--- src/rtl/fcs_pkg.sv ---
package fcs_pkg;

  localparam logic [2:0] OP_PROG       = 3'd0;
  localparam logic [2:0] OP_ID_ENTER   = 3'd1;
  localparam logic [2:0] OP_ID_EXIT    = 3'd2;
  localparam logic [2:0] OP_SECT_ERASE = 3'd3;
  localparam logic [2:0] OP_BLK_ERASE  = 3'd4;
  localparam logic [2:0] OP_CHIP_ERASE = 3'd5;

  localparam logic [15:0] KEY_OFF_A = 16'h5555;
  localparam logic [15:0] KEY_OFF_B = 16'h2AAA;
  localparam logic [7:0]  CONT_CODE = 8'h7F;

  typedef enum logic [1:0] {AS_KEY_A, AS_KEY_B, AS_TGT} addr_sel_e;
  typedef enum logic [1:0] {WT_NONE, WT_SHORT, WT_SETTLE} wait_kind_e;

  typedef struct packed {
    logic [7:0] data;
    addr_sel_e  asel;
    wait_kind_e wkind;
    logic       last;
  } step_t;

  typedef enum logic [2:0] {ST_IDLE, ST_WR, ST_WAIT, ST_RD, ST_DONE} seq_state_e;

endpackage

--- src/rtl/fcs_step_table.sv ---
module fcs_step_table
  import fcs_pkg::*;
(
  input  logic [2:0] op,
  input  logic [2:0] idx,
  output step_t      step
);

  logic is_erase;
  logic is_id;

  assign is_erase = (op == OP_SECT_ERASE) || (op == OP_BLK_ERASE) || (op == OP_CHIP_ERASE);
  assign is_id    = (op == OP_ID_ENTER) || (op == OP_ID_EXIT);

  always_comb begin
    step.data  = 8'h00;
    step.asel  = AS_KEY_A;
    step.wkind = WT_NONE;
    step.last  = 1'b0;
    case (idx)
      3'd0, 3'd3: begin
        step.data  = 8'hAA;
        step.asel  = AS_KEY_A;
        step.wkind = (is_erase || is_id) ? WT_SHORT : WT_NONE;
      end
      3'd1, 3'd4: begin
        step.data  = 8'h55;
        step.asel  = AS_KEY_B;
        step.wkind = (is_erase || is_id) ? WT_SHORT : WT_NONE;
      end
      3'd2: begin
        step.asel = AS_KEY_A;
        if (is_erase) begin
          step.data  = 8'h80;
          step.wkind = WT_SHORT;
        end else begin
          step.last = 1'b1;
          case (op)
            OP_ID_ENTER: step.data = 8'h90;
            OP_ID_EXIT:  step.data = 8'hF0;
            default:     step.data = 8'hA0;
          endcase
          step.wkind = is_id ? WT_SETTLE : WT_NONE;
        end
      end
      3'd5: begin
        step.last  = 1'b1;
        step.wkind = WT_SHORT;
        case (op)
          OP_SECT_ERASE: begin step.data = 8'h30; step.asel = AS_TGT; end
          OP_BLK_ERASE:  begin step.data = 8'h50; step.asel = AS_TGT; end
          default:       begin step.data = 8'h10; step.asel = AS_KEY_A; end
        endcase
      end
      default: begin
        step.last = 1'b1;
      end
    endcase
  end

endmodule

--- src/rtl/fcs_wait_timer.sv ---
module fcs_wait_timer #(
  parameter int TW = 32
) (
  input  logic          clk,
  input  logic          rst_ni,
  input  logic          load,
  input  logic [TW-1:0] load_val,
  output logic          expire
);

  logic [TW-1:0] cnt_q, cnt_d;
  logic          cnt_en;

  assign cnt_en = load || (cnt_q != '0);

  always_comb begin
    cnt_d = cnt_q;
    if (load)               cnt_d = load_val;
    else if (cnt_q != '0)   cnt_d = cnt_q - 1'b1;
  end

  always_ff @(posedge clk or negedge rst_ni) begin
    if (!rst_ni)     cnt_q <= '0;
    else if (cnt_en) cnt_q <= cnt_d;
  end

  assign expire = (cnt_q == {{(TW-1){1'b0}}, 1'b1});

  // an idle counter stays idle until reloaded
  assert_tmr_idle_R4: assert property (@(posedge clk) disable iff (!rst_ni)
    (cnt_q == '0 && !load) |=> (cnt_q == '0));

  // a loaded count falls by one per cycle
  assert_tmr_step_R4: assert property (@(posedge clk) disable iff (!rst_ni)
    (cnt_q > 1 && !load) |=> (cnt_q == $past(cnt_q) - 1'b1));

endmodule

--- src/rtl/fcs_id_capture.sv ---
module fcs_id_capture
  import fcs_pkg::*;
#(
  parameter int LANES = 2
) (
  input  logic        clk,
  input  logic        rst_ni,
  input  logic        clear,
  input  logic        cap_en,
  input  logic        cap_lane,
  input  logic        cap_cont,
  input  logic [7:0]  rdata,
  output logic [15:0] id_word [LANES]
);

  for (genvar g = 0; g < LANES; g++) begin : g_lane
    logic [15:0] word_q, word_d;
    logic        hit;

    assign hit = cap_en && (cap_lane == g[0]);

    always_comb begin
      word_d = word_q;
      if (clear)         word_d = '0;
      else if (hit)      word_d = cap_cont ? {word_q[7:0], rdata} : {8'h00, rdata};
    end

    always_ff @(posedge clk or negedge rst_ni) begin
      if (!rst_ni)              word_q <= '0;
      else if (clear || hit)    word_q <= word_d;
    end

    assign id_word[g] = word_q;

    // a continuation read only follows a stored continuation code
    assert_cont_after_code_R8: assert property (@(posedge clk) disable iff (!rst_ni)
      (hit && cap_cont) |-> (word_q[7:0] == CONT_CODE));
  end

endmodule

--- src/rtl/flash_cmd_seq.sv ---
module flash_cmd_seq
  import fcs_pkg::*;
#(
  parameter int AW      = 20,
  parameter int CLK_MHZ = 50,
  parameter int TW      = 32
) (
  input  logic                 clk,
  input  logic                 rst_n,
  input  logic                 start,
  input  logic [2:0]           op,
  input  logic [AW-1:0]        target,
  input  logic [AW-1:0]        base,
  input  logic signed [15:0]   settle_us,
  output logic                 busy,
  output logic [AW-1:0]        bus_addr,
  output logic [7:0]           bus_wdata,
  output logic                 bus_we,
  output logic                 bus_rd,
  input  logic [7:0]           bus_rdata,
  output logic                 done,
  output logic                 aborted,
  output logic                 id_valid,
  output logic [15:0]          id_mfr,
  output logic [15:0]          id_dev,
  output logic                 id_parity_err
);

  localparam logic [TW-1:0] SHORT_CYC = TW'(10 * CLK_MHZ);
  localparam logic [TW-1:0] ENTRY_CYC = TW'(10000 * CLK_MHZ);
  localparam logic [TW-1:0] EXIT_CYC  = TW'(40 * CLK_MHZ);

  // reset: asserted asynchronously, released after two clock edges
  logic [1:0] rst_pipe;
  logic       rst_ni;

  always_ff @(posedge clk or negedge rst_n) begin
    if (!rst_n) rst_pipe <= 2'b00;
    else        rst_pipe <= {rst_pipe[0], 1'b1};
  end
  assign rst_ni = rst_pipe[1];

  seq_state_e         state_q, state_d;
  logic [2:0]         op_q;
  logic [AW-1:0]      tgt_q, base_q;
  logic signed [15:0] settle_q;
  logic [2:0]         wr_idx_q, wr_idx_d;
  logic [1:0]         rd_idx_q, rd_idx_d;
  logic               abort_q, valid_q, valid_d;

  logic               accept, start_ok, in_is_id, is_id;
  step_t              cur_step;
  logic [TW-1:0]      wait_len;
  logic               tmr_load, tmr_expire;
  seq_state_e         after_wr;
  logic [AW-1:0]      offs;
  logic [15:0]        id_word [2];

  assign accept   = (state_q == ST_IDLE) && start;
  assign in_is_id = (op == OP_ID_ENTER) || (op == OP_ID_EXIT);
  assign start_ok = (op <= OP_CHIP_ERASE) && !(in_is_id && (settle_us < -16'sd1));
  assign is_id    = (op_q == OP_ID_ENTER) || (op_q == OP_ID_EXIT);

  fcs_step_table u_steps (
    .op   (op_q),
    .idx  (wr_idx_q),
    .step (cur_step)
  );

  always_comb begin
    wait_len = '0;
    case (cur_step.wkind)
      WT_SHORT:  wait_len = (is_id && settle_q == 16'sd0) ? '0 : SHORT_CYC;
      WT_SETTLE: begin
        if (settle_q == 16'sd0)       wait_len = '0;
        else if (settle_q == -16'sd1) wait_len = (op_q == OP_ID_ENTER) ? ENTRY_CYC : EXIT_CYC;
        else                          wait_len = TW'(settle_q[14:0]) * TW'(CLK_MHZ);
      end
      default:   wait_len = '0;
    endcase
  end

  fcs_wait_timer #(.TW(TW)) u_timer (
    .clk      (clk),
    .rst_ni   (rst_ni),
    .load     (tmr_load),
    .load_val (wait_len),
    .expire   (tmr_expire)
  );

  always_comb begin
    if (!cur_step.last)            after_wr = ST_WR;
    else if (op_q == OP_ID_ENTER)  after_wr = ST_RD;
    else                           after_wr = ST_DONE;
  end

  // next-state logic
  always_comb begin
    state_d  = state_q;
    wr_idx_d = wr_idx_q;
    rd_idx_d = rd_idx_q;
    tmr_load = 1'b0;
    case (state_q)
      ST_IDLE: begin
        wr_idx_d = '0;
        rd_idx_d = '0;
        if (start) state_d = start_ok ? ST_WR : ST_DONE;
      end
      ST_WR: begin
        if (wait_len != '0) begin
          tmr_load = 1'b1;
          state_d  = ST_WAIT;
        end else begin
          state_d = after_wr;
          if (!cur_step.last) wr_idx_d = wr_idx_q + 3'd1;
        end
      end
      ST_WAIT: begin
        if (tmr_expire) begin
          state_d = after_wr;
          if (!cur_step.last) wr_idx_d = wr_idx_q + 3'd1;
        end
      end
      ST_RD: begin
        case (rd_idx_q)
          2'd0: rd_idx_d = 2'd1;
          2'd1: begin
            if (id_word[0][7:0] == CONT_CODE) rd_idx_d = 2'd2;
            else if (bus_rdata == CONT_CODE)  rd_idx_d = 2'd3;
            else                              state_d  = ST_DONE;
          end
          2'd2: begin
            if (id_word[1][7:0] == CONT_CODE) rd_idx_d = 2'd3;
            else                              state_d  = ST_DONE;
          end
          default: state_d = ST_DONE;
        endcase
      end
      ST_DONE: state_d = ST_IDLE;
      default: state_d = ST_IDLE;
    endcase
  end

  always_comb begin
    valid_d = valid_q;
    if (accept)                                       valid_d = 1'b0;
    else if (state_q == ST_RD && state_d == ST_DONE)  valid_d = 1'b1;
  end

  // registers
  always_ff @(posedge clk or negedge rst_ni) begin
    if (!rst_ni) begin
      state_q  <= ST_IDLE;
      wr_idx_q <= '0;
      rd_idx_q <= '0;
      valid_q  <= 1'b0;
    end else begin
      state_q  <= state_d;
      wr_idx_q <= wr_idx_d;
      rd_idx_q <= rd_idx_d;
      valid_q  <= valid_d;
    end
  end

  always_ff @(posedge clk or negedge rst_ni) begin
    if (!rst_ni) begin
      op_q     <= '0;
      tgt_q    <= '0;
      base_q   <= '0;
      settle_q <= '0;
      abort_q  <= 1'b0;
    end else if (accept) begin
      op_q     <= op;
      tgt_q    <= target;
      base_q   <= base;
      settle_q <= settle_us;
      abort_q  <= !start_ok;
    end
  end

  fcs_id_capture #(.LANES(2)) u_id (
    .clk      (clk),
    .rst_ni   (rst_ni),
    .clear    (accept),
    .cap_en   (state_q == ST_RD),
    .cap_lane (rd_idx_q[0]),
    .cap_cont (rd_idx_q[1]),
    .rdata    (bus_rdata),
    .id_word  (id_word)
  );

  always_comb begin
    if (state_q == ST_RD) begin
      offs = AW'({rd_idx_q[1], 7'b0000000, rd_idx_q[0]});
    end else begin
      case (cur_step.asel)
        AS_KEY_B: offs = AW'(KEY_OFF_B);
        AS_TGT:   offs = tgt_q;
        default:  offs = AW'(KEY_OFF_A);
      endcase
    end
  end

  assign busy          = (state_q != ST_IDLE);
  assign bus_we        = (state_q == ST_WR);
  assign bus_rd        = (state_q == ST_RD);
  assign bus_addr      = base_q + offs;
  assign bus_wdata     = bus_we ? cur_step.data : 8'h00;
  assign done          = (state_q == ST_DONE);
  assign aborted       = done && abort_q;
  assign id_valid      = valid_q;
  assign id_mfr        = id_word[0];
  assign id_dev        = id_word[1];
  assign id_parity_err = valid_q && !(^id_word[0][7:0]);

  // the first write after idle is the first unlock byte
  assert_first_unlock_R1: assert property (@(posedge clk) disable iff (!rst_ni)
    (bus_we && !$past(busy)) |-> (bus_wdata == 8'hAA));

  // reads and writes never share a cycle
  assert_bus_excl_R8: assert property (@(posedge clk) disable iff (!rst_ni)
    !(bus_we && bus_rd));

  // a refused command goes straight from idle to done
  assert_abort_nobus_R6: assert property (@(posedge clk) disable iff (!rst_ni)
    aborted |-> !$past(busy));

  // done lasts one cycle and returns to idle
  assert_done_pulse_R12: assert property (@(posedge clk) disable iff (!rst_ni)
    done |=> (!done && !busy));

  // busy only rises on a start request
  assert_busy_start_R10: assert property (@(posedge clk) disable iff (!rst_ni)
    $rose(busy) |-> $past(start));

endmodule

--- config.mk ---
export PLATFORM = sky130hd
export DESIGN_NAME = flash_cmd_seq
export DESIGN_NICKNAME = d
export VERILOG_FILES = /design/src/rtl/fcs_pkg.sv /design/src/rtl/fcs_step_table.sv /design/src/rtl/fcs_wait_timer.sv /design/src/rtl/fcs_id_capture.sv /design/src/rtl/flash_cmd_seq.sv
export SDC_FILE = /design/constraint.sdc
export NUM_CORES = 1
export LEC_CHECK = 0
export ABC_AREA = 1
export ABC_CLOCK_PERIOD_IN_PS = 6000
export BUFFER_PORTS_ARGS = -buffer_cell sky130_fd_sc_hd__buf_2
export CAP_MARGIN = 20
export CORE_UTILIZATION = 55
export CTS_BUF_LIST = sky130_fd_sc_hd__clkbuf_4
export CTS_CLUSTER_DIAMETER = 200
export DETAILED_ROUTE_END_ITERATION = 10
export PLACE_DENSITY_LB_ADDON = 0.15
export REMOVE_ABC_BUFFERS = 1
export SLEW_MARGIN = 20
export SYNTH_ARGS = -nofsm -noshare
export SYNTH_HDL_FRONTEND = slang
export SYNTH_SLANG_ARGS = --single-unit
--- constraint.sdc ---
create_clock -name clk -period 6 [get_ports clk]
set_clock_uncertainty 0.15 [all_clocks]
set_input_delay 0.3 -clock clk [delete_from_list [all_inputs] [get_ports clk]]
set_output_delay 0.3 -clock clk [all_outputs]
set_load 0.005 [all_outputs]
Yosys cells after proc, flatten, opt, wreduce, memory -nomap -nowiden
Index checks and enable logic that the tools add are counted.
{ "classes": {"n_reduce_logical": 42, "multipliers": 1, "addsub": 3, "eq_ne": 33, "magnitude_cmp": 2, "n_bitwise": 1, "muxes": 49} }
{ "op_table": {"columns": ["operator", "n"], "rows": [
  ["two-way mux 16 bit", 6],
  ["two-way mux 32 bit", 2],
  ["nonzero test 32 bit", 2],
  ["case mux 12 bit (4 select lines)", 1],
  ["two-way mux 21 bit", 2],
  ["case mux 21 bit (2 select lines)", 1],
  ["case mux 20 bit (2 select lines)", 1],
  ["two-way mux 3 bit", 12],
  ["== test 32 x 1 -> 1 bit, second input constant", 1],
  ["subtractor 32 x 1 -> 32 bit, second input constant", 1],
  ["== test 8 x 7 -> 1 bit, second input constant", 3],
  ["== test 3 x 2 -> 1 bit, second input constant", 7],
  ["adder 20 bit", 1],
  ["multiplier 15 x 5 -> 20 bit, second input constant", 1],
  ["two-way mux 20 bit", 1],
  ["two-way mux 19 bit", 1],
  ["== test 3 bit, second input constant", 6],
  ["case mux 3 bit (3 select lines)", 2],
  ["case mux 9 bit (2 select lines)", 1],
  ["== test 16 x 1 -> 1 bit, second input constant", 1],
  ["logical NOT 16 bit", 1],
  ["less-than comparator 16 x 1 -> 1 bit, second input constant", 1],
  ["case mux 7 bit (2 select lines)", 1],
  ["== test 3 x 1 -> 1 bit, second input constant", 4],
  ["30 further kinds", 71]
]} }
{ "totals": {"reg_bits": 135, "wordCells": 144, "in_bits": 70} }

Longest topological paths before layout
Gate-level depths: netlist of the first run.
{ "depth": {"depth_word": 15, "depth_mapped": 25, "depth_no_buf": 25} }

Hierarchy
A second synthesis of the first run with hierarchy kept.
{ "unflattened": {"hier_cells": 1583, "hier_area_um2": 10760.3} }
{ "by_module_without_submodules": {"columns": ["module", "area_each_um2", "instances", "cells_per_inst", "seq_area_each_um2"], "rows": [
  ["flash_cmd_seq", 6711.4, 1, 979, 1776.7],
  ["fcs_wait_timer", 2322.2, 1, 362, 800.8],
  ["fcs_id_capture", 1515.2, 1, 194, 800.8],
  ["fcs_step_table", 211.5, 1, 48, 0.0]
]} }

Worst setup path after synthesis of the first run
Ideal clock, no wire load.
{ "synth_timing": {"path_type": "register to output", "start": "register wr_idx_q[1]", "end": "output bus_addr[14]", "stages_incl_launch_ff": 22, "t_arrival_ps": 3641, "path_buffers": 1, "slack_ps": 1909, "path_cell_list": "dfrtp_1 > inv_1 > ha_1 > nand2_1 > nor3_1 > nor2_1 > ha_1 > buf_1 > inv_1 > o21ai_1 > o21ai_0 > ha_1 > inv_1 > fa_1 > nor3_1 > nor2_1 > o21bai_1 > a21oi_1 > o21ai_0 > a21boi_0 > o21ai_0 > xor2_1"} }
{ "synth_via": {"elab_chain_len": 7} }
{ "synth_rtl": {"columns": ["item", "line", "text"], "rows": [
  ["from (decl)", "flash_cmd_seq.sv:47", "logic [2:0] wr_idx_q, wr_idx_d;"],
  ["from (signal assigned)", "flash_cmd_seq.sv:159", "wr_idx_q <= wr_idx_d;"],
  ["== test 3 x 1 -> 1 bit, or another cell as far along", "fcs_step_table.sv:20", "case (idx)"],
  ["OR reduction 2 bit", "fcs_step_table.sv:20", null],
  ["case mux 12 bit (4 select lines) *", "fcs_step_table.sv:20", null],
  ["== test 2 bit / == test 2 x 1 -> 1 bit (equally long branches)", "flash_cmd_seq.sv:196", "case (cur_step.asel)"],
  ["case mux 20 bit (2 select lines) *", "flash_cmd_seq.sv:196", null],
  ["two-way mux 20 bit *", "flash_cmd_seq.sv:193", "if (state_q == ST_RD) begin"],
  ["adder 20 bit *", "flash_cmd_seq.sv:207", "assign bus_addr = base_q + offs;"],
  ["to (decl)", "flash_cmd_seq.sv:16", "output logic [AW-1:0] bus_addr,"]
]} }
Every way passes the cells marked *; elsewhere a longest branch is shown, timed or not.

Worst setup path in the final report of the first run
{ "layout_timing": {"start": "register wr_idx_q[1]", "end": "output bus_addr[15]"} }
The elaborated chain is that of the path after synthesis.

==> results of run 1 <==
per-stage QoR:
stage / instance area [um^2] / setup slack (ns) / setup TNS (ns) / instances / util [%]
6_report: 11900 / 0.588 / 0 / 1799 / 67.9
5_1_grt: 11900 / 0.0387 / 0 / 1799 / 67.9
4_1_cts: 11800 / 0.393 / 0 / 1797 / 67.8
3_5_place_dp: 10800 / 1.04 / 0 / 1696 / 61.9
3_3_place_gp: 10800 / 1.23 / 0 / 1696 / 61.9
2_1_floorplan: 9810 / -0.744 / -9.02 / 1331 / -
metal layers:
metal	vias up	track usage [%]	wire length [um]
met5	-	0	0
met4	0	10.1	651
met3	52	4.93	1200
met2	268	45.0	11500
met1	4228	39.0	12100
li1	4791	-	-
flip-flops by register name, indices dropped and copies added (netlist names):
signal / cells
base_q: 20
id_valid: 1
op_q: 3
rd_idx_q: 2
settle_q: 16
u_id.g_lane.word_q: 32
abort_q: 1
wr_idx_q: 3
tgt_q: 20
u_timer.cnt_q: 32
rst_pipe: 2
state_q: 3
Yosys cell counts, drive strengths merged:
cell type    n  area share, %
a211o        1          0.088
fa          11            2.2
clkinv       3           0.13
nand4       21            1.3
o31ai        4           0.30
and3         3           0.19
o21bai       4           0.41
a211oi       2           0.15
mux2         2           0.23
o311ai       1          0.088
ha          95             12
nor3b        1          0.075
conb         1          0.038
or2          5           0.31
buf         12           0.83
a21boi       3           0.23
xor2        31            2.7
o22ai        1          0.063
o21ai       76            3.8
nand3b       6           0.49
nor2       168            6.7
dfrtp      135             34
nor4         6           0.50
nand2      372             14
nor3        24            1.4
a21oi       62            3.1
xnor2       18            1.6
o41ai        1          0.088
and2         1          0.063
clkbuf      23           0.87
a21o         2           0.15
nand3       96            5.1
inv        165            6.2
o211ai       6           0.45
a31oi        4           0.25
worst paths after layout:
check | cells after the start | slack, ns | to | startpoint
hold reg to reg | 0 | 0.22 | rst_pipe[1] | rst_pipe[0]
setup / recovery | 22 | 0.59 | bus_addr[15] | wr_idx_q[1]
min in group asynchronous | 0 | 0.36 | settle_q[6] | rst_pipe[1]
setup reg to reg | 21 | 1.49 | u_timer.cnt_q[4] | settle_q[10]
max in group asynchronous | 1 | 4.03 | u_timer.cnt_q[8] | rst_pipe[1]
hold / removal | 6 | 0.21 | state_q[0] | start
worst max-delay path, delay by kind of cell (launching register included):
| kind | cells | cell delay, ns |
|---|---|---|
| flops | 1 | 0.40 |
| fa+ha+maj | 3 | 0.90 |
| buf+inv | 6 | 0.48 |
| xor+xnor | 1 | 0.18 |
| compound gates | 8 | 2.00 |
| simple gates | 4 | 0.43 |
power breakdown:
group / internal, uW / switching (uW)
Clock: 342 / 372
Combinational: 2030 / 3310
Sequential: 1320 / 376
Total: 3690 / 4060
final cells by class:
class	instances	area, um^2
Antenna cell	1	2.50
Clock buffer	17	128
Clock inverter	15	213
Fill cell	1539	5610
Inverter	168	632
Multi-Input combinational cell	1028	5810
Sequential cell	135	3380
Tap cell	225	282
Timing Repair Buffer	210	1410
cell families after synthesis:
| kind of cell | count (synthesis) |
|---|---|
| and+or+nand+nor | 703 |
| buffers and inverters | 203 |
| AOI/OAI and AO/OA | 167 |
| DFF | 135 |
| adders and majority gates | 106 |
| xor gates and xnor gates | 49 |
| muxes | 2 |
| other | 1 |
repair_timing:
item / 4_1_cts / 5_1_grt
hold buffers: 69 / 0
gates resized for setup: 0 / 1
endpoints found under the hold margin: 77 / 0
endpoints found under the setup margin: 0 / 1
==> summary.md, run 1 <==
| Metric | Value |
|---|---|
| Status | `finished, final reports clean` |
| Simple-gate share of the synthesized area | `between 30% and 40%` |
| Critical path class | `reg2out` |
| FMAX | `0.185 GHz` |
| Worst-Skew Late Latency | `0.57 ns` |
| Net count, final | `1,736` |
| Static Leak | `0.00642 uW` |
| Residual DRC count | `0` |
| Startpoint types | `flop` |
| Routed Antenna Nets | `0` |
| RSZ-0062 raised after global routing | `no` |
| Main combinational cell family by area after synthesis | `simple AND/OR/NAND/NOR gates` |
| Die width | `137 um` |
| Share of layout cells above drive strength 1 | `between 10% and 20%` |
| GRT overflow | `0` |
| Worst vdd ir | `0.390 mV` |
| Drt first pass iters | `5` |
| Root buf cell | `clkbuf_4` |
| Commonest non-fill, non-tap cells in the layout | `369 x nand2_1, 157 x nor2_1, 156 x inv_1` |
| Slew headroom | `34.4%` |
| Number of top-level pins | `approximately 140` |
| DR iter-0 viols | `just under 600` |
| Via density | `5.19` |
| Slowest CP cell | `o21ai_1` |
| WP data required | `5.55 ns` |
| Most used cell, CP | `inv_1` |
| Avg WL per Cell | `14.1 um` |
| Post-CTS Setup Bufs | `0` |
| Mapped Area | `9980 um^2` |
| GR Util All Layers | `28.4%` |
| Slew Viols, Final | `0` |
| Mux contribution to synthesized area | `0.226%` |
| FP Rows | `between 40 and 50` |
| Commonest non-fill, non-tap cell in the layout | `nand2_1` |
| Post-synthesis xor/xnor area fraction | `4.30%` |
| Mapped Avg Cell Area | `7.30 um^2` |
| Period minus WS final | `between 5 and 6 ns` |
| Initial antenna violation count | `1` |
| Via count | `9,339` |
| Die height | `137 um` |
| Power, Total | `a little under 8000 uW` |
| Number of global-route vias before repair | `roughly 9,000` |
| Gp weighted congestion | `0.868` |
| Sequential fraction of the synthesis area | `33.9%` |
| Hold Slack | `0.208 ns` |
| Largest stage delay on the critical path | `0.55 ns` |
| Yosys warns | `0` |
| Initial Utilization | `approximately 57%` |
| Count of different cell masters after synthesis | `just over 50` |
| Routed wire length | `roughly 25,000 um` |
| Measured slew at the worst slew-check pin | `0.984 ns` |
| H-tree depth | `4` |
| Worst-case clock buffer depth | `2` |
| CTS buffer count | `17` |
| Area Overhead vs Synth | `18.9%` |
| Pwr Density | `653 nW/um^2` |
| Largest net degree at the start of global routing | `80` |
| Final hold vios | `0` |
| CTS tree | `built` |
| Crit path cell chain | `inv_1 > ha_1 > nand2_1 > inv_1 > nand2_1 > inv_1 > nor2_1 > ha_1 > inv_1 > o21ai_1 > nor2_1 > ha_1 > inv_1 > o21ai_0 > o21ai_0 > o211ai_1 > a31oi_1 > o21ai_0 > a21boi_0 > o21ai_0 > xor2_1 > buf_2` |
| Post-synthesis cell count | `1,366` |
| Buffers added on ports | `136` |
| CTS sink cnt | `135` |
| Period utilization | `between 90% and 100%` |
| CP endpoint kind | `output pin` |
| Core Footprint | `17,500 um^2` |
| Worst-path maximum fanout | `8` |
| Die Footprint | `18,700 um^2` |
| Flops & latches, synth | `135` |
| Detail Placement HPWL | `18,400 um` |
| Synth Area in Adders | `between 10% and 20%` |
| MaxCap Viol Count | `0` |
| Global-route wire length before repair | `41,700 um` |
| Critical path arrival | `just under 5 ns` |
| Hold/Removal Path Class | `in2reg` |
| Post-synthesis compound-gate area fraction | `9.23%` |
| Endpoints failing setup | `0` |
| Clk slew on worst S/H paths | `0.12 ns` |
Note: power is estimated with default switching activity, not from simulation.
==> run 2, diff against run 1 <==
--- a/config.mk
+++ b/config.mk
@@ -9,7 +9,9 @@
 export ABC_CLOCK_PERIOD_IN_PS = 6000
 export BUFFER_PORTS_ARGS = -buffer_cell sky130_fd_sc_hd__buf_2
 export CAP_MARGIN = 20
-export CORE_UTILIZATION = 55
+export CELL_PAD_IN_SITES_DETAIL_PLACEMENT = 2
+export CELL_PAD_IN_SITES_GLOBAL_PLACEMENT = 2
+export CORE_UTILIZATION = 34
 export CTS_BUF_LIST = sky130_fd_sc_hd__clkbuf_4
 export CTS_CLUSTER_DIAMETER = 200
 export DETAILED_ROUTE_END_ITERATION = 10
==> run 2 against run 1 <==
Global-route usage is 3.6 points lower. Die area is 61% higher. Wire length is 42% higher. Clock power is 2% lower. Power is 5.4% higher. First-iteration DRC count is 42% lower. Clock-buffer cell count is 3 higher. Critical path depth is 1 higher. Final cell count is 8.8% higher. Utilization is 26 points lower. Design area is 1.6% higher. Critical path type unchanged. Largest power group unchanged.
==> summary.md, run 2 (synthesized netlist as in run 1, its figures left out) <==
| Metric | Value |
|---|---|
| Initial antenna violation count | `1 (unchanged)` |
| Crit path max-delay family | `compound AO/OA/AOI/OAI gates` |
| DR iter-0 viols | `341 (-42%)` |
| Final std cells w/o fill | `1,958 (+8.8%)` |
| Die height | `173 um (+27%)` |
| Dpl cells | `1,856 (+9.4%)` |
| Most used cell, CP | `inv_1` |
| Hold/Removal Path Class | `in2reg` |
| Drt first pass iters | `5 (unchanged)` |
| Buf/Inv on CP | `6 (unchanged)` |
| GR Util All Layers | `24.8% (-3.6 points)` |
| Worst flop-to-flop path endpoint | `u_timer.cnt_q[12]` |
| Period minus WS final | `5.59 ns (+0.183 ns)` |
| RR Startpoint | `settle_q[7]` |
| Number of fillers in the final layout | `3,420 (+120%)` |
| CP startpoint | `wr_idx_q[1]` |
| Routed wire length | `36,000 um (+42%)` |
| Largest stage delay on the critical path | `0.42 ns (-0.13 ns)` |
| Detail Placement HPWL | `25,500 um (+38%)` |
| Startpoint types | `flop` |
| Die Footprint | `30,000 um^2 (+61%)` |
| Buffers added on ports | `136 (unchanged)` |
| Routed Antenna Nets | `0 (unchanged)` |
| Largest net degree at the start of global routing | `80 (unchanged)` |
| Number of top-level pins | `137 (unchanged)` |
| Initial Utilization | `34.7% (-22 points)` |
| Slew Viols, Final | `0 (unchanged)` |
| Register Area | `3380 um^2 (unchanged)` |
| CTS tree | `built` |
| Reg2reg setup slack | `1.54 ns (+0.05 ns)` |
| Biggest regs | `u_id.g_lane.word_q (32), u_timer.cnt_q (32)` |
| Total stage count of the critical path | `23 (+4.5%)` |
| H-tree depth | `4 (unchanged)` |
| MaxCap Viol Count | `0 (unchanged)` |
| Worst vdd ir | `0.270 mV (-31%)` |
| Final hold vios | `0 (unchanged)` |
| Commonest non-fill, non-tap cell in the layout | `nand2_1` |
| Root buf cell | `clkbuf_4` |
| Global-route wire length before repair | `58,900 um (+41%)` |
| Net count, final | `1,736 (unchanged)` |
| Core Footprint | `28,800 um^2 (+65%)` |
| CP endpoint kind | `output pin` |
| Fin util | `41.9% (-26 points)` |
| Status | `finished, final reports clean` |
| Worst-path maximum fanout | `8 (unchanged)` |
| Residual DRC count | `0 (unchanged)` |
| Share of layout cells above drive strength 1 | `13.9% (+0.14 points)` |
| CTS sink cnt | `135 (unchanged)` |
| CP Capture Point | `bus_addr[14]` |
| CTS buffer count | `17 (unchanged)` |
| Pwr Density | `678 nW/um^2 (+3.8%)` |
| Worst-case reg-to-reg path depth | `21 (unchanged)` |
| Number of global-route vias before repair | `11,100 (+25%)` |
| Avg WL per Cell | `18.4 um (+30%)` |
| Die width | `173 um (+27%)` |
| Gp weighted congestion | `0.802 (-7.6%)` |
| Endpoints failing setup | `0 (unchanged)` |
| Via count | `9,811 (+5.1%)` |
| Slowest CP cell | `dfrtp_1` |
| Multi-input gate area | `5840 um^2 (+0.45%)` |
| Commonest non-fill, non-tap cells in the layout | `369 x nand2_1, 157 x nor2_1, 155 x inv_1` |
| FMAX | `0.179 GHz (-3.3%)` |
| Slew headroom | `32.9% (-1.5 points)` |
| GRT overflow | `0 (unchanged)` |
| Worst-case clock buffer depth | `2 (unchanged)` |
| Period utilization | `93.2% (+3.0 points)` |
| Critical path arrival | `5.14 ns (+0.18 ns)` |
| Clk slew on worst S/H paths | `0.14 ns (+0.02 ns)` |
| Via density | `5.01 (-3.5%)` |
| Area Overhead vs Synth | `20.8%` |
| Static Leak | `0.00640 uW (-0.33%)` |
| Worst-Skew Late Latency | `0.62 ns (+0.05 ns)` |
| Measured slew at the worst slew-check pin | `1.01 ns (+0.0220 ns)` |
| Crit path cell chain | `inv_1 > ha_1 > nand2_1 > inv_1 > nand2_1 > inv_1 > nor2_1 > ha_1 > inv_1 > o21ai_2 > o21ai_0 > ha_1 > inv_1 > fa_1 > nor3_1 > nor2_1 > o21bai_1 > a21oi_1 > o21ai_0 > a21boi_0 > o21ai_0 > xor2_1 > buf_2` |
| WP data required | `5.55 ns (about the same)` |
| FP Rows | `62 (+29%)` |
| Critical path class | `reg2out` |
run 2: layout make-up:
type / instances / share of cell area [%]
Clock buffer: 20 / 1.25
Tap cell: 384 / 3.99
Timing Repair Buffer: 210 / 11.7
Sequential cell: 135 / 28.1
Inverter: 168 / 5.27
Antenna cell: 2 / 0.0415
Clock inverter: 11 / 1.26
Multi-Input combinational cell: 1028 / 48.4
run 2: stage by stage:
step	hold WS [ns]	cell area (um^2)	TNS, ns	total power, uW	worst slack (ns)
floorplan	-0.146	9810	-9.02	5530	-0.744
global placement	-0.0644	11000	0	7150	1.09
detailed placement	-0.0638	11000	0	7380	0.830
CTS	0.102	12000	0	8180	0.0867
global route	0.129	12100	-0.0208	9100	-0.0208
finish	0.145	12100	0	8170	0.405
run 2: worst min path at each step:
stage | start | end | slack [ns] | depth (start not counted)
floorplan | rst_n | rst_pipe[0] | -0.15 | 0
global placement | rst_n | rst_pipe[0] | -0.06 | 1
detailed placement | rst_n | rst_pipe[0] | -0.06 | 1
CTS | start | abort_q | 0.10 | 5
global route | start | abort_q | 0.13 | 5
finish | start | state_q[0] | 0.15 | 6
run 2: what timing repair did:
action                                 4_1_cts  5_1_grt
setup endpoints to repair                    0        5
hold buffers                                69        0
setup buffers                                0        0
gates resized for setup                      0        5
endpoints found under the hold margin       77        0
run 2: power breakdown:
group          internal [uW]  switching [uW]  total (uW)
clock network            303             401         703
logic                   2060            3670        5740
registers               1320             417        1730
total                   3680            4490        8170
run 2: routing by layer:
metal  track usage (%)  share of wire (%)  up-vias
met5                 0                  0        -
met3              4.12                2.6       44
met2              43.5                 50      147
met4              8.44                2.3        0
li1                  -                  -     4777
met1              30.7                 45     4843
run 2: worst register-to-register path, stage by stage, from the launching register on:
cell     delay [ns]
dfrtp_1        0.47
inv_1          0.09
ha_1           0.30
ha_1           0.34
fa_1           0.46
ha_1           0.38
nand2_1        0.14
inv_1          0.05
a21oi_1        0.18
nand2_1        0.11
nand2_1        0.09
nand2_1        0.06
nand2_1        0.07
nand3_1        0.14
nand2_1        0.11
nand2_1        0.09
nor2_4         0.17
nand3_2        0.12
nand2_2        0.29
inv_2          0.28
o21ai_0        0.23
inv_1          0.06
==> run 3, diff against run 2 <==
--- a/config.mk
+++ b/config.mk
@@ -15,9 +15,12 @@
 export CTS_BUF_LIST = sky130_fd_sc_hd__clkbuf_4
 export CTS_CLUSTER_DIAMETER = 200
 export DETAILED_ROUTE_END_ITERATION = 10
+export MAX_ROUTING_LAYER = met4
 export PLACE_DENSITY_LB_ADDON = 0.15
 export REMOVE_ABC_BUFFERS = 1
 export SLEW_MARGIN = 20
 export SYNTH_ARGS = -nofsm -noshare
 export SYNTH_HDL_FRONTEND = slang
+export SYNTH_HIERARCHICAL = 1
 export SYNTH_SLANG_ARGS = --single-unit
+export TNS_END_PERCENT = 20
==> run 3 against run 2 <==
The run now ends with DRC left. Critical path depth fell by 2. Sequential share of layout area fell by 1.6 points. Die area rose by 7.7%. Final cell count rose by 12%. Utilization fell by 0.36 points. Clock-buffer cell count did not move. First-iteration DRC count rose by 14%. Sequential power fell by 5%. Power rose by 1.9%. Critical endpoint is now bus_addr[18].
==> summary.md, run 3 <==
| Metric | Value |
|---|---|
| CP endpoint kind | `output pin` |
| Routed Antenna Nets | `0 (unchanged)` |
| Worst-Skew Late Latency | `0.61 ns (about the same)` |
| Post-synthesis xor/xnor area fraction | `3.01% (-1.3 points)` |
| Crit path max-delay family | `compound AO/OA/AOI/OAI gates` |
| Critical path class | `reg2out` |
| Via density | `5.02 (+0.25%)` |
| Die height | `180 um (+3.8%)` |
| Hold path depth | `0 (-6)` |
| Mapped Avg Cell Area | `6.80 um^2 (-6.9%)` |
| Core Footprint | `30,800 um^2 (+7.1%)` |
| Number of synthesized flops with an enable pin | `0 (unchanged)` |
| Biggest regs | `u_id/g_lane.word_q (32), u_timer/cnt_q (32)` |
| Worst vdd ir | `0.336 mV (+24%)` |
| Worst-case reg-to-reg path depth | `22 (+4.8%)` |
| Reg2reg setup slack | `1.30 ns (-0.24 ns)` |
| Slowest CP cell | `dfrtp_1` |
| Total stage count of the critical path | `21 (-8.7%)` |
| Flops & latches, synth | `135 (unchanged)` |
| Static Leak | `0.00722 uW (+13%)` |
| Period minus WS final | `5.57 ns (-0.0207 ns)` |
| Simple-gate share of the synthesized area | `36.2% (+5.9 points)` |
| Mapped Area | `10,800 um^2 (+7.8%)` |
| Die Footprint | `32,400 um^2 (+7.7%)` |
| Crit path cell chain | `o21ai_0 > nand2_1 > inv_1 > inv_1 > ha_4 > clkinv_2 > nand2_1 > o21ai_0 > o21ai_0 > ha_1 > inv_1 > fa_1 > o21ai_1 > a31oi_1 > o21ai_1 > nand3_1 > nand2_1 > a21oi_1 > o21bai_1 > xor2_1 > buf_2` |
| Number of global-route vias before repair | `12,600 (+14%)` |
| Main combinational cell family by area after synthesis | `simple AND/OR/NAND/NOR gates` |
| Commonest non-fill, non-tap cell in the layout | `nand2_1` |
| Share of layout cells above drive strength 1 | `13.7% (-0.26 points)` |
| Main flop type after synthesis | `dfrtp_1` |
| Buffers added on ports | `136 (unchanged)` |
| RSZ-0062 raised after global routing | `no` |
| Routed wire length | `40,600 um (+13%)` |
| Detail Placement HPWL | `29,700 um (+16%)` |
| Root buf cell | `clkbuf_4` |
| Count of different cell masters after synthesis | `49 (-3.9%)` |
| Fin util | `41.5% (-0.36 points)` |
| CTS buffer count | `17 (unchanged)` |
| H-tree depth | `4 (unchanged)` |
| Global-route wire length before repair | `66,900 um (+14%)` |
| Post-route cell area | `12,800 um^2 (+6.2%)` |
| Placement-stage cell area | `11,800 um^2 (+7.1%)` |
| Mux contribution to synthesized area | `0% (-0.23 points)` |
| Hold/Removal Path Class | `reg2reg` |
| Largest net degree at the start of global routing | `74 (-7.5%)` |
| DR iter-0 viols | `389 (+14%)` |
| Top-area cell type share of the netlist area | `31.4% (-2.5 points)` |
| Post-CTS Setup Bufs | `0 (unchanged)` |
| WP data required | `5.55 ns (about the same)` |
| Post-synthesis compound-gate area fraction | `6.83% (-2.4 points)` |
| Asr flop ratio synth | `100% (unchanged)` |
| Slew headroom | `34.5% (+1.6 points)` |
| Via count | `11,000 (+12%)` |
| MaxCap Viol Count | `0 (unchanged)` |
| Top cells by area, synth | `dfrtp_1 31%, nand2_1 18%, ha_1 10%` |
| Drt first pass iters | `8 (+3)` |
| Pwr Density | `651 nW/um^2 (-4.0%)` |
| Sequential fraction of the synthesis area | `31.4% (-2.5 points)` |
| Synth top cells by count | `519 x nand2_1, 215 x inv_1, 187 x nor2_1, 135 x dfrtp_1, 113 x nand3_1` |
| Dominant cell type by area after synthesis | `dfrtp_1` |
| Period utilization | `92.9% (-0.35 points)` |
| Area Overhead vs Synth | `19.0%` |
| Commonest non-fill, non-tap cells in the layout | `519 x nand2_1, 215 x inv_1, 186 x nor2_1` |
| Endpoints failing setup | `0 (unchanged)` |
| CTS sink cnt | `135 (unchanged)` |
| Initial antenna violation count | `1 (unchanged)` |
| Buf/Inv on CP | `5 (-1)` |
| Largest stage delay on the critical path | `0.49 ns (+0.07 ns)` |
| FMAX | `0.179 GHz (+0.37%)` |
| Status | `finished, violations left` |
| Slew Viols, Final | `0 (unchanged)` |
| CTS tree | `built` |
| Startpoint types | `flop` |
| GR Util All Layers | `26.8% (+2.0 points)` |
| Avg WL per Cell | `18.5 um (+0.66%)` |
| Post-synthesis cell count | `1,583 (+16%)` |
| Worst-case clock buffer depth | `2 (unchanged)` |
| Synth Area in Adders | `12.5% (-1.6 points)` |
| Final hold vios | `0 (unchanged)` |
| Critical path arrival | `5.12 ns (-0.02 ns)` |
| Yosys warns | `6 (+6)` |
| GRT overflow | `0 (unchanged)` |
| Measured slew at the worst slew-check pin | `0.982 ns (-0.0239 ns)` |
| Worst-path maximum fanout | `13 (+5)` |
| Gp weighted congestion | `0.836 (+4.2%)` |
| Residual DRC count | `8 (+8)` |
| FP Rows | `64 (+3.2%)` |
| Number of top-level pins | `137 (unchanged)` |
| Most frequent cell after synthesis | `nand2_1` |
| Net count, final | `1,958 (+13%)` |
| Number of fillers in the final layout | `3,746 (+9.5%)` |
| Clk slew on worst S/H paths | `0.16 ns (+0.02 ns)` |
| Initial Utilization | `34.9% (+0.23 points)` |
| Failing checks | `DRC` |
| Die width | `180 um (+3.8%)` |
[run 3: cell types whose count changed in the layout (fill, tap and decap cells not counted), moves of 15 or more]
| cell | change |
|---|---|
| nand2_1 | +150 |
| inv_1 | +60 |
| nor2_1 | +29 |
| nand3_1 | +23 |
| nand2_2 | +16 |
| a21oi_1 | -15 |
[run 3: per-layer routing]
layer  vias up  global-route usage (%)  wire length (um)
li1       5337                       -                 -
met1      5436                    32.0             18300
met2       196                    46.7             20300
met3        67                    3.67              1180
met4         0                    8.10               921
met5         -                       -                 0
[run 3: cell families (layout without fill, tap and decap cells)]
group,Yosys count,after routing
flip-flops,135,135
AND/OR/NAND/NOR,912,912
AO/OA/AOI/OAI,132,132
buffers and inverters,264,470
adder cells (fa/ha/maj),101,101
other,2,14
XOR/XNOR,37,37
[run 3: repair_timing]
item	CTS	global route
cloned	0	0
setup endpoints to repair	2	1
resized for setup	2	3
hold buffers	70	0
endpoints found under the hold margin	78	0
[run 3: layout make-up]
class                           instances  area [um^2]  area share, %
Multi-Input combinational cell       1195         6370           49.8
Timing Repair Buffer                  213         1430           11.2
Inverter                              225          848           6.63
Antenna cell                            1         2.50         0.0195
Clock buffer                           20          150           1.17
Clock inverter                         12          118          0.919
Sequential cell                       135         3380           26.4
Tap cell                              396          495           3.87
[run 3: report_power, final]
part           switching, uW  total, uW  internal, uW
sequential               370       1640          1260
clock                    410        635           225
combinational           3950       6060          2100
total                   4730       8330          3600
[run 3: worst paths after layout]
path | start | to
min in group asynchronous | rst_pipe[1] | settle_q[3]
max in group asynchronous | rst_pipe[1] | wr_idx_q[2]
max | wr_idx_q[1] | bus_addr[18]
max reg2reg | settle_q[11] | u_timer/cnt_q[22]
min | rst_pipe[0] | rst_pipe[1]
min reg2reg | rst_pipe[0] | rst_pipe[1]
[run 3: per-stage QoR]
stage / std cells / TNS [ns] / setup slack [ns] / hold WS, ns / total power, uW
floorplan: 1555 / -5.05 / -0.430 / -0.146 / 5700
global placement: 2094 / 0 / 0.572 / -0.0633 / 7370
detailed placement: 2094 / 0 / 0.453 / -0.0623 / 7630
CTS: 2196 / 0 / 0.206 / 0.217 / 8370
global route: 2197 / 0 / 0.0280 / 0.240 / 9280
finish: 2197 / 0 / 0.426 / 0.230 / 8330
